==> src/rtl/wq_pkg.sv <==
package wq_pkg;
  // next value of a counter that stops at its ceiling
  function automatic int unsigned sat_next(input int unsigned cur, input int unsigned ceil);
    return (cur >= ceil) ? ceil : cur + 1;
  endfunction

  // true when a strobe of 'samples' length is long enough to be a write
  function automatic logic wide_enough(input int unsigned samples, input int unsigned min_w);
    return samples >= min_w;
  endfunction
endpackage

==> src/rtl/wq_sync.sv <==
module wq_sync #(
  parameter int        W      = 1,
  parameter int        STAGES = 2,
  parameter logic [W-1:0] RST_VAL = '0
) (
  input  logic         clk,
  input  logic         rst_n,
  input  logic [W-1:0] d,
  output logic [W-1:0] q
);
  logic [W-1:0] stage [STAGES];

  always_ff @(posedge clk or negedge rst_n) begin
    if (!rst_n) stage[0] <= RST_VAL;
    else        stage[0] <= d;
  end

  for (genvar i = 1; i < STAGES; i++) begin : g_stage
    always_ff @(posedge clk or negedge rst_n) begin
      if (!rst_n) stage[i] <= RST_VAL;
      else        stage[i] <= stage[i-1];
    end
  end

  assign q = stage[STAGES-1];
endmodule

==> src/rtl/wq_power_gate.sv <==
module wq_power_gate #(
  parameter int PWR_DLY = 500000
) (
  input  logic clk,
  input  logic rst_n,
  input  logic sup_ok,
  output logic locked
);
  import wq_pkg::*;
  localparam int CW = $clog2(PWR_DLY + 1);

  logic [CW-1:0] dly_cnt;
  logic          dly_done;

  assign dly_done = (dly_cnt == CW'(PWR_DLY));
  assign locked   = !(sup_ok && dly_done);

  always_ff @(posedge clk or negedge rst_n) begin
    if (!rst_n)       dly_cnt <= '0;
    else if (!sup_ok) dly_cnt <= '0;
    else              dly_cnt <= CW'(sat_next(int'(dly_cnt), PWR_DLY));
  end

  AST_DIP_RESTARTS: assert property (@(posedge clk) disable iff (!rst_n)
    !sup_ok |=> (dly_cnt == '0));
  AST_LOW_SUPPLY_LOCKS: assert property (@(posedge clk) disable iff (!rst_n)
    !sup_ok |=> locked);
endmodule

==> src/rtl/wq_strobe_core.sv <==
module wq_strobe_core #(
  parameter int AW    = 17,
  parameter int DW    = 8,
  parameter int MIN_W = 3
) (
  input  logic          clk,
  input  logic          rst_n,
  input  logic          s_cs_n,
  input  logic          s_we_n,
  input  logic          s_oe_n,
  input  logic          locked,
  input  logic [AW-1:0] s_addr,
  input  logic [DW-1:0] s_din,
  output logic          load_pulse,
  output logic [AW-1:0] load_addr,
  output logic [DW-1:0] load_data
);
  import wq_pkg::*;
  localparam int NW = $clog2(MIN_W + 1);

  logic          both_low, strobe, strobe_q, go, run;
  logic          strobe_start, strobe_end_ok;
  logic [NW-1:0] run_len;
  logic [AW-1:0] addr_hold;
  logic [DW-1:0] data_last;

  assign both_low      = !s_cs_n && !s_we_n;
  assign strobe        = both_low && s_oe_n;
  assign go            = strobe && !locked;
  assign strobe_start  = go && !strobe_q;
  assign strobe_end_ok = run && !both_low && s_oe_n && !locked &&
                         wide_enough(int'(run_len), MIN_W);

  always_ff @(posedge clk or negedge rst_n) begin
    if (!rst_n) begin
      strobe_q  <= 1'b0;
      run       <= 1'b0;
      run_len   <= '0;
      addr_hold <= '0;
      data_last <= '0;
    end else begin
      strobe_q <= strobe;
      if (strobe_start) begin
        run       <= 1'b1;
        run_len   <= NW'(1);
        addr_hold <= s_addr;
        data_last <= s_din;
      end else if (run && go) begin
        run_len   <= NW'(sat_next(int'(run_len), MIN_W));
        data_last <= s_din;
      end else begin
        run <= 1'b0;
      end
    end
  end

  always_ff @(posedge clk or negedge rst_n) begin
    if (!rst_n) begin
      load_pulse <= 1'b0;
      load_addr  <= '0;
      load_data  <= '0;
    end else begin
      load_pulse <= strobe_end_ok;
      if (strobe_end_ok) begin
        load_addr <= addr_hold;
        load_data <= data_last;
      end
    end
  end

  AST_PULSE_SINGLE: assert property (@(posedge clk) disable iff (!rst_n)
    load_pulse |=> !load_pulse);
  AST_HOLD_OUTPUTS: assert property (@(posedge clk) disable iff (!rst_n)
    !load_pulse |-> ($stable(load_addr) && $stable(load_data)));
  AST_OE_BLOCKS: assert property (@(posedge clk) disable iff (!rst_n)
    !s_oe_n |=> !load_pulse);
  AST_LOCK_BLOCKS: assert property (@(posedge clk) disable iff (!rst_n)
    locked |=> !load_pulse);
endmodule

==> src/rtl/wstrb_qualifier.sv <==
module wstrb_qualifier #(
  parameter int AW      = 17,
  parameter int DW      = 8,
  parameter int MIN_W   = 3,
  parameter int PWR_DLY = 500000
) (
  input  logic          clk,
  input  logic          rst_n,
  input  logic          cs_n,
  input  logic          we_n,
  input  logic          oe_n,
  input  logic          supply_ok,
  input  logic [AW-1:0] addr,
  input  logic [DW-1:0] din,
  output logic          load_pulse,
  output logic [AW-1:0] load_addr,
  output logic [DW-1:0] load_data
);
  logic [3:0]       ctl_s;
  logic [AW+DW-1:0] bus_s;
  logic             locked;

  // controls: {supply, oe, we, cs}; idle = supply low, oe low, we/cs high
  wq_sync #(.W(4), .STAGES(2), .RST_VAL(4'b0011)) u_ctl_sync (
    .clk(clk), .rst_n(rst_n),
    .d({supply_ok, oe_n, we_n, cs_n}), .q(ctl_s));

  wq_sync #(.W(AW+DW), .STAGES(2), .RST_VAL('0)) u_bus_align (
    .clk(clk), .rst_n(rst_n), .d({addr, din}), .q(bus_s));

  wq_power_gate #(.PWR_DLY(PWR_DLY)) u_power (
    .clk(clk), .rst_n(rst_n), .sup_ok(ctl_s[3]), .locked(locked));

  wq_strobe_core #(.AW(AW), .DW(DW), .MIN_W(MIN_W)) u_core (
    .clk(clk), .rst_n(rst_n),
    .s_cs_n(ctl_s[0]), .s_we_n(ctl_s[1]), .s_oe_n(ctl_s[2]),
    .locked(locked),
    .s_addr(bus_s[AW+DW-1:DW]), .s_din(bus_s[DW-1:0]),
    .load_pulse(load_pulse), .load_addr(load_addr), .load_data(load_data));
endmodule

==> config.mk <==
export PLATFORM = sky130hd
export DESIGN_NAME = wstrb_qualifier
export DESIGN_NICKNAME = d
export VERILOG_FILES = /design/src/rtl/wq_pkg.sv /design/src/rtl/wq_sync.sv /design/src/rtl/wq_power_gate.sv /design/src/rtl/wq_strobe_core.sv /design/src/rtl/wstrb_qualifier.sv
export SDC_FILE = /design/constraint.sdc
export NUM_CORES = 1
export LEC_CHECK = 0
export ABC_AREA = 0
export BUFFER_PORTS_ARGS = -buffer_cell sky130_fd_sc_hd__buf_4
export CAP_MARGIN = 40
export CORE_MARGIN = 2
export CORE_UTILIZATION = 57
export DETAILED_ROUTE_END_ITERATION = 8
export PLACE_DENSITY_LB_ADDON = 0.25
export SYNTH_ARGS = -nofsm -noshare
export SYNTH_HDL_FRONTEND = slang
export SYNTH_SLANG_ARGS = --single-unit
==> constraint.sdc <==
create_clock -name clk -period 3.8 [get_ports clk]
set_input_delay 0.38 -clock clk [delete_from_list [all_inputs] [get_ports clk]]
set_output_delay 0.38 -clock clk [all_outputs]
set_load 0.02 [all_outputs]
== Word-level counts from Yosys, hierarchy flattened ==
Cells that the tools add are included.

* $add $sub $neg: 2
* $lt $le $gt $ge: 2
* Equality and inequality tests: 2
* Muxes and demuxes: 9
* Reductions and logical operators: 15

{| class="wikitable"
|+ Operators with widths
! cell !! number
|-
| $mux W19 || 2
|-
| $add A19 B1 Y19 const B || 1
|-
| $eq A19 B19 Y1 const B || 1
|-
| $ge A19 B19 Y1 const B || 1
|-
| $mux W8 || 2
|-
| $logic_and A1 B1 Y1 || 10
|-
| $mux W2 || 3
|-
| $logic_not A1 Y1 || 4
|-
| $add A2 B1 Y2 const B || 1
|-
| $ge A2 B2 Y1 const B || 1
|-
| $mux W1 || 2
|-
| $ne A2 B1 Y1 const B || 1
|-
| $reduce_bool A2 Y1 || 1
|}

* Register bits after elaboration: 132
* Bits of input ports: 31
* Output and inout port bits: 26
* Word-level logic and storage cells: 43

== Logic depth before layout (Yosys ltp) ==
Gate-level depths: netlist of the first run.

* Word-level depth: 7
* Depth in mapped cells: 8
* Gate-level depth less buffers: 6

== By module ==
Synthesis of the first run repeated with hierarchy kept, for this count alone.

* Cells, all modules: 323
* Area, all modules: 4887.2 um^2

{| class="wikitable"
|+ By module, submodules not included
! module !! instances !! cells an instance !! area each (um^2) !! seq. area each (um^2)
|-
| wq_strobe_core || 1 || 121 || 2074.5 || 1376.3
|-
| wq_sync at u_bus_align || 1 || 75 || 1438.9 || 1251.2
|-
| wq_power_gate || 1 || 115 || 1138.6 || 475.5
|-
| wq_sync at u_ctl_sync || 1 || 12 || 235.2 || 205.2
|}

== Worst setup path after synthesis of the first run ==
OpenSTA, ideal clock, no wires.

* Path type: register -> register
* From: reg u_power.dly_cnt[11]
* To: reg u_core.load_addr[0]
* Library setup time: 125 ps
* Data arrival time: 2509 ps
* Data required time: 3675 ps
* Setup slack: 1166 ps
* Cell stages (with the launch flop): 7
* Path buffers: 2
* Path through: dfrtp_1 or4_4 or4_4 or4_4 buf_6 buf_12 mux2_4

* Longest elaborated chain between the ends: 4

{| class="wikitable"
|+ Ends and longest elaborated chain
! item !! RTL line !! source
|-
| start: declaration || wq_power_gate.sv:12 || <nowiki>logic [CW-1:0] dly_cnt;</nowiki>
|-
| start signal: assignment || wq_power_gate.sv:21 || <nowiki>else dly_cnt <= CW'(sat_next(int'(dly_cnt), PWR_DLY));</nowiki>
|-
| $eq A19 B19 Y1 || wq_power_gate.sv:15 || <nowiki>assign dly_done = (dly_cnt == CW'(PWR_DLY));</nowiki>
|-
| $logic_and A1 B1 Y1 || wq_power_gate.sv:16 || <nowiki>assign locked = !(sup_ok && dly_done);</nowiki>
|-
| $logic_and A1 B1 Y1 (2 in a row) || wq_strobe_core.sv:31 || <nowiki>assign strobe_end_ok = run && !both_low && s_oe_n && !locked &&</nowiki>
|-
| end signal: assignment || wq_strobe_core.sv:65 || <nowiki>load_addr <= addr_hold;</nowiki>
|-
| end: declaration || wq_strobe_core.sv:15 || <nowiki>output logic [AW-1:0] load_addr,</nowiki>
|}

No other way between the ends.
A chain may end at the register's enable or synchronous reset.

== Worst setup path in the final report of the first run ==
* From: reg u_power.dly_cnt[0]
* To: reg u_core.load_data[4]

* Longest elaborated chain between the ends: 4

{| class="wikitable"
|+ Ends and longest elaborated chain
! item !! RTL line !! source
|-
| $eq A19 B19 Y1 || wq_power_gate.sv:15 ||
|-
| $logic_and A1 B1 Y1 || wq_power_gate.sv:16 ||
|-
| $logic_and A1 B1 Y1 (2 in a row) || wq_strobe_core.sv:31 ||
|-
| end signal: assignment || wq_strobe_core.sv:66 || <nowiki>load_data <= data_last;</nowiki>
|-
| end: declaration || wq_strobe_core.sv:16 || <nowiki>output logic [DW-1:0] load_data</nowiki>
|}

No other way between the ends.

==> flow_metrics.env, run 1 <==
export IMPL_leakage_nw=2.93
export IMPL_regArea_sq_um=3310
export IMPL_drcViolationCount=0
export IMPL_first_pass_iters=4
export IMPL_clock_sinks=132
export IMPL_place_worst_setup_slack_ps=1020
export IMPL_outcome="complete, no violations"
export IMPL_fmaxAchievable_mhz=355
export IMPL_cts_buffers_inserted=17
export IMPL_multi_input_area_sq_um=1310
export IMPL_place_area_sq_um=5230
export IMPL_crit_arrival_ps=3200
export IMPL_synth_area_per_cell_sq_um=15.5
export IMPL_r2r_setup_slack_ps=990
export IMPL_clock_latency_ps=510
export IMPL_crit_path_end_kind="flop"
export IMPL_final_nets=438
export IMPL_yosys_warnings=0
export IMPL_stdcell_area_sq_um=6070
export IMPL_worstMarginPinSlew_ps=559
export IMPL_pin_count=57
export IMPL_rr_endpoint="u_core.load_data[4]$_DFFE_PN0P_"
export IMPL_peakVddDrop_v=0.000332
export IMPL_grt_max_degree=63
export IMPL_first_iter_violations=77
export IMPL_syn2layout_area_growth_pct=28.7
export IMPL_die_area_sq_um=9020
export IMPL_worst_hold_path_endpoint="u_bus_align.q[16]$_DFF_PN0_"
export IMPL_ys_types=38
export IMPL_reg2reg_from="u_power.dly_cnt[0]$_DFF_PN0_"
export IMPL_cts_buffer_depth=2
export IMPL_start_util_pct=58.0
export IMPL_wl_per_cell_um=16.2
export IMPL_synthCells=304
export IMPL_syn_nets=337
export IMPL_die_w_um=95.0
export IMPL_synth_edf_count=0
export IMPL_post_route_util_pct=74.6
export IMPL_grt_pass1_wl_um=14100
export IMPL_final_hold_viol_count=0
export IMPL_fill_cells=482
export IMPL_drtAntennaViolNets=0
export IMPL_min_from="u_bus_align.stage[41]$_DFF_PN0_"
export IMPL_cp_max_fo=25
export IMPL_cp_required_ps=4190
export IMPL_slew_viol_final=0
export IMPL_core_sq_um=8130
export IMPL_dp_cells=461
export IMPL_drive_gt1_share_pct=36.8
export IMPL_seq_area_frac_synth_pct=70.2
export IMPL_power_mw=3.00
export IMPL_fin_tns_setup_ps=0
export IMPL_rr_worst_depth=6
export IMPL_grt_pass1_vias=2904
export IMPL_track_usage_pct=21.5
export IMPL_cts_resized=0
export IMPL_start_kind="flop"
export IMPL_grt_overflow_total=0
export IMPL_finalCritPeriodShare_pct=74.1
export IMPL_slew_headroom_pct=62.4
export IMPL_final_setup_skew_ps=6.53
export IMPL_holdBufCountCts=30
export IMPL_clock_root_buffer="clkbuf_8"
export IMPL_async_reset_ff_share_pct=100
export IMPL_setup_viol=0
export IMPL_wirelength_um=8500
export IMPL_rsz0062_at_grt="false"
export IMPL_ys_seq_elements=132
export IMPL_hold_depth=0
export IMPL_critPathKind="flop to flop"
export IMPL_syn_area_sq_um=4720
export IMPL_gp_congestion=0.886
export IMPL_diodes=0
export IMPL_finalCriticalPeriod_ps=2810
export IMPL_antenna_found_initial=0
export IMPL_min_path_type="flop to flop"
export IMPL_worst_slack_ps=986
export IMPL_cts_tree="built"
export IMPL_worst_hold_slack_ps=347
export IMPL_htree_levels=4
export IMPL_io_buffers=56
export IMPL_via_count=2712
export IMPL_dominantRegCellSynth="dfrtp_1"
export IMPL_cap_violations=0
export IMPL_die_h_um=95.0
export IMPL_clkTransAtPathRegs_ps=60
export IMPL_num_rows=33
export IMPL_vias_per_cell=5.19
export IMPL_power_per_cell_area_nw_per_um2=495
export IMPL_post_cts_buffers=0
export IMPL_dp_hpwl_um=4940
export IMPL_instances_no_fill=523
==> cells in the final DEF (no fill, tap or decap), types with 2 or more instances in the layout <==
cell type      instances
clkbuf_8               3
clkinvlp_4             3
clkinv_4               2
xor2_1                 4
mux2_4                20
nor3_1                 5
buf_4                 59
nor4_1                 7
a21oi_1                5
and3_1                 3
nand3_1                6
clkbuf_16             16
nand2_1                8
or3_1                  5
inv_6                  5
dfstp_2                4
xnor2_1                9
mux2_2                30
dlygate4sd3_1         30
nor2_1                21
and4_1                 2
dfrtp_1              128
inv_1                  8
o21ai_0                2
ha_1                   2
clkinv_2               3
or4_4                  3
a31oi_1                4
nand4_1                7
==> synthesized netlist by cell type (2+ instances only) <==
| cell | n | area [sq um] |
|---|---|---|
| dfrtp_1 | 128 | 3200 |
| mux2_2 | 30 | 338 |
| nor2_1 | 21 | 78.8 |
| mux2_4 | 20 | 300 |
| xnor2_1 | 9 | 78.8 |
| inv_1 | 8 | 30.0 |
| nand2_1 | 8 | 30.0 |
| nand4_1 | 7 | 43.8 |
| nor4_1 | 7 | 43.8 |
| nand3_1 | 6 | 30.0 |
| a21oi_1 | 5 | 25.0 |
| nor3_1 | 5 | 25.0 |
| or3_1 | 5 | 31.3 |
| a31oi_1 | 4 | 25.0 |
| clkbuf_1 | 4 | 15.0 |
| dfstp_2 | 4 | 105 |
| xor2_1 | 4 | 35.0 |
| and3_1 | 3 | 18.8 |
| or4_4 | 3 | 33.8 |
| and4_1 | 2 | 17.5 |
| buf_12 | 2 | 40.0 |
| ha_1 | 2 | 25.0 |
| o21ai_0 | 2 | 10.0 |
==> kinds of logic after synthesis <==
| group | after synthesis | share of synthesized area, % |
|---|---|---|
| flip-flops | 132 | 70.2 |
| XOR/XNOR | 13 | 2.41 |
| AND/OR/NAND/NOR | 77 | 9.39 |
| multiplexers | 50 | 13.5 |
| AO/OA/AOI/OAI | 14 | 1.83 |
| adder cells (fa/ha/maj) | 2 | 0.531 |
| buffers and inverters | 16 | 2.15 |
==> worst max-delay path by stage <==
stage,end,slack [ps],cells after the start,start
final,u_core.load_data[4]$_DFFE_PN0P_,990,6,u_power.dly_cnt[0]$_DFF_PN0_
after global routing,u_core.load_addr[4]$_DFFE_PN0P_,920,6,u_power.dly_cnt[0]$_DFF_PN0_
after CTS,u_core.load_data[4]$_DFFE_PN0P_,1000,6,u_power.dly_cnt[0]$_DFF_PN0_
after detailed placement,u_core.load_data[4]$_DFFE_PN0P_,1020,6,u_power.dly_cnt[0]$_DFF_PN0_
after global placement,u_core.load_addr[6]$_DFFE_PN0P_,1080,6,u_power.dly_cnt[0]$_DFF_PN0_
after floorplan,u_core.load_addr[0]$_DFFE_PN0P_,1170,6,u_power.dly_cnt[11]$_DFF_PN0_
==> power by group <==
part           internal [mW]  switching, mW  leakage, nW  total, mW
logic                 0.0480         0.0432        0.962     0.0912
clock network          0.843          0.613        0.262       1.46
registers               1.44         0.0138         1.70       1.46
==> state kept, by name, indices dropped and copies added, names as in the netlist <==
name and cells:
u_core.strobe_q 1, u_ctl_sync.stage 4, u_bus_align.stage 25, u_core.load_pulse 1, u_core.data_last 8, u_core.run_len 2, u_core.load_addr 17, u_core.addr_hold 17
u_ctl_sync.q 4, u_power.dly_cnt 19, u_core.load_data 8, u_core.run 1, u_bus_align.q 25
==> cell type report <==
class	count	share of cell area (%)
Tap cell	105	2.16
Sequential cell	132	54.5
Inverter	8	0.495
Clock inverter	13	1.63
Timing Repair Buffer	90	12.4
Clock buffer	19	7.28
Multi-Input combinational cell	156	21.5
==> worst max-delay path: stages (launching register included) <==
cell	delay, ps
dfrtp_1	430
inv_1	80
ha_1	160
or3b_2	460
or4_4	470
or4_4	690
mux2_4	390
==> routing by layer <==
| layer | up-vias | global-route usage, % | part of all wire (%) |
|---|---|---|---|
| li1 | 1264 | - | - |
| met1 | 1370 | 25.9 | 42 |
| met2 | 62 | 36.8 | 53 |
| met3 | 16 | 5.11 | 3.2 |
| met4 | 0 | 9.90 | 1.8 |
| met5 | - | 0 | 0 |
(Power assumes the default switching activity.)
==> run 2, diff against run 1 <==
==> constraint.sdc (replaced) <==
create_clock -name clk -period 2.7 [get_ports clk]
set_input_delay 0.27 -clock clk [delete_from_list [all_inputs] [get_ports clk]]
set_output_delay 0.27 -clock clk [all_outputs]
set_load 0.02 [all_outputs]
==> run 2 against run 1 <==
Against the previous run:
- non-clock buffer count is 6 higher
- die area stayed put
- sequential power is 40% higher
- largest cell class unchanged
- clock-buffer cell count is 2 higher
- critical path depth stayed put
- register-to-register slack worse by 920 ps
- fmax is 6.9% higher
- highest routed layer unchanged
- clock skew is 6.1 ps higher
- first-iteration DRC count is 87% higher
- global-route usage is 0.45 points higher
- design area is 2.5% higher
==> flow_metrics.env, run 2 (synthesized netlist as in run 1, its figures left out) <==
export IMPL_drive_gt1_share_pct=37.4
export IMPL_wirelength_um=8710
export IMPL_final_nets=445
export IMPL_post_cts_buffers=0
export IMPL_die_w_um=95.0
export IMPL_stdcell_area_sq_um=6220
export IMPL_dp_hpwl_um=5030
export IMPL_instances_no_fill=530
export IMPL_clock_sinks=132
export IMPL_slew_headroom_pct=53.4
export IMPL_fin_tns_setup_ps=0
export IMPL_grt_pass1_wl_um=14400
export IMPL_worst_slack_ps=67.6
export IMPL_track_usage_pct=22.0
export IMPL_cp_cell_sequence="inv_1 -> ha_1 -> or3b_2 -> or4_4 -> or4_4 -> mux2_4"
export IMPL_power_per_cell_area_nw_per_um2=734
export IMPL_start_util_pct=58.0
export IMPL_cpMostUsedCell="or4_4"
export IMPL_critPathKind="flop to flop"
export IMPL_cts_buffers_inserted=17
export IMPL_outcome="complete, no violations"
export IMPL_syn2layout_area_growth_pct=32.0
export IMPL_place_area_sq_um=5290
export IMPL_htree_levels=4
export IMPL_crit_arrival_ps=3020
export IMPL_first_iter_violations=144
export IMPL_critPathSlowestCell="or4_4"
export IMPL_die_area_sq_um=9020
export IMPL_slowest_delay_ps=610
export IMPL_grt_overflow_total=0
export IMPL_pin_count=57
export IMPL_crit_path_end_kind="flop"
export IMPL_via_count=2799
export IMPL_drtAntennaViolNets=0
export IMPL_wl_per_cell_um=16.4
export IMPL_cp_max_fo=13
export IMPL_grt_max_degree=81
export IMPL_power_mw=4.57
export IMPL_drcViolationCount=0
export IMPL_start_kind="flop"
export IMPL_core_sq_um=8130
export IMPL_final_common_cell="dfrtp_1"
export IMPL_finalCriticalPeriod_ps=2630
export IMPL_layout_common_cells="dfrtp_1, buf_4, mux2_2, dlygate4sd3_1, nor2_1"
export IMPL_final_setup_skew_ps=12.6
export IMPL_fmaxAchievable_mhz=380
export IMPL_slew_viol_final=0
export IMPL_setup_viol=0
export IMPL_diodes=0
export IMPL_cp_required_ps=3090
export IMPL_io_buffers=56
export IMPL_min_path_type="flop to flop"
export IMPL_die_h_um=95.0
export IMPL_peakVddDrop_v=0.000494
export IMPL_worstMarginPinSlew_ps=699
export IMPL_rsz0062_at_grt="false"
export IMPL_place_worst_setup_slack_ps=-17.2
export IMPL_clock_latency_ps=510
export IMPL_leakage_nw=3.00
export IMPL_fill_cells=451
export IMPL_final_hold_viol_count=0
export IMPL_clkTransAtPathRegs_ps=60
export IMPL_antenna_found_initial=0
export IMPL_gp_congestion=0.832
export IMPL_num_rows=33
export IMPL_grt_pass1_vias=2910
export IMPL_cap_violations=0
export IMPL_post_route_util_pct=76.5
export IMPL_finalCritPeriodShare_pct=97.5
export IMPL_clock_root_buffer="clkbuf_8"
export IMPL_vias_per_cell=5.28
export IMPL_cts_buffer_depth=2
export IMPL_first_pass_iters=4
export IMPL_cts_tree="built"
export IMPL_dp_cells=467
export IMPL_worst_hold_slack_ps=344
## run 2: cell types whose count changed in the layout (fill, tap and decap cells not counted), sizes merged
cell	delta
buf	+6
bufinv	+4
clkbuf	+2
clkinv	-1
clkinvlp	-1
inv	-4
or4	+1
## run 2: worst paths after layout
| path | cells past startpoint | from | slack (ps) | endpoint |
|---|---|---|---|---|
| worst max-delay path | 6 | u_power.dly_cnt[0]$_DFF_PN0_ | 70 | u_core.load_addr[5]$_DFFE_PN0P_ |
| worst min-delay path | 0 | u_bus_align.stage[30]$_DFF_PN0_ | 340 | u_bus_align.q[5]$_DFF_PN0_ |
| worst max register to register | 6 | u_power.dly_cnt[0]$_DFF_PN0_ | 70 | u_core.load_addr[5]$_DFFE_PN0P_ |
| worst min register to register | 0 | u_bus_align.stage[30]$_DFF_PN0_ | 340 | u_bus_align.q[5]$_DFF_PN0_ |
| max in group asynchronous | 3 | rst_n | 1550 | u_ctl_sync.q[0]$_DFF_PN1_ |
| min in group asynchronous | 2 | rst_n | 370 | u_bus_align.q[16]$_DFF_PN0_ |
## run 2: report_power, final
group          switching [mW]  internal [mW]  total [mW]
Combinational          0.0655         0.0722       0.138
Clock                   0.826           1.55        2.38
Sequential             0.0180           2.03        2.05
Total                   0.909           3.66        4.57
## run 2: critical path: cells and delay by family (launching register included)
family                   cells  cell delay [ps]
AND/OR/NAND/NOR              3             1540
flip-flops                   1              380
multiplexers                 1              350
adder cells (fa/ha/maj)      1              160
buffers and inverters        1               70
## run 2: cell type report
type                            count  area (sq um)  area share [%]
Inverter                            8          30.0           0.483
Clock buffer                       21           449            7.22
Sequential cell                   132          3310            53.2
Tap cell                          105           131            2.11
Timing Repair Buffer               96           812            13.0
Multi-Input combinational cell    157          1320            21.2
Clock inverter                     11           175            2.81
## run 2: timing repair
item                                    4_1_cts  5_1_grt
gates cloned                                  1        0
pin swaps                                     1        2
gates resized for setup                       1        0
endpoints found under the setup margin       25       25
hold buffers                                 30        0
endpoints found under the hold margin       108        0
## run 2: routing by layer
layer	vias to the layer above	track usage [%]	routed length, um
met5	-	0	0
met1	1436	27.1	3760
met4	0	10.3	107
met3	11	5.59	270
met2	67	36.5	4580
li1	1285	-	-
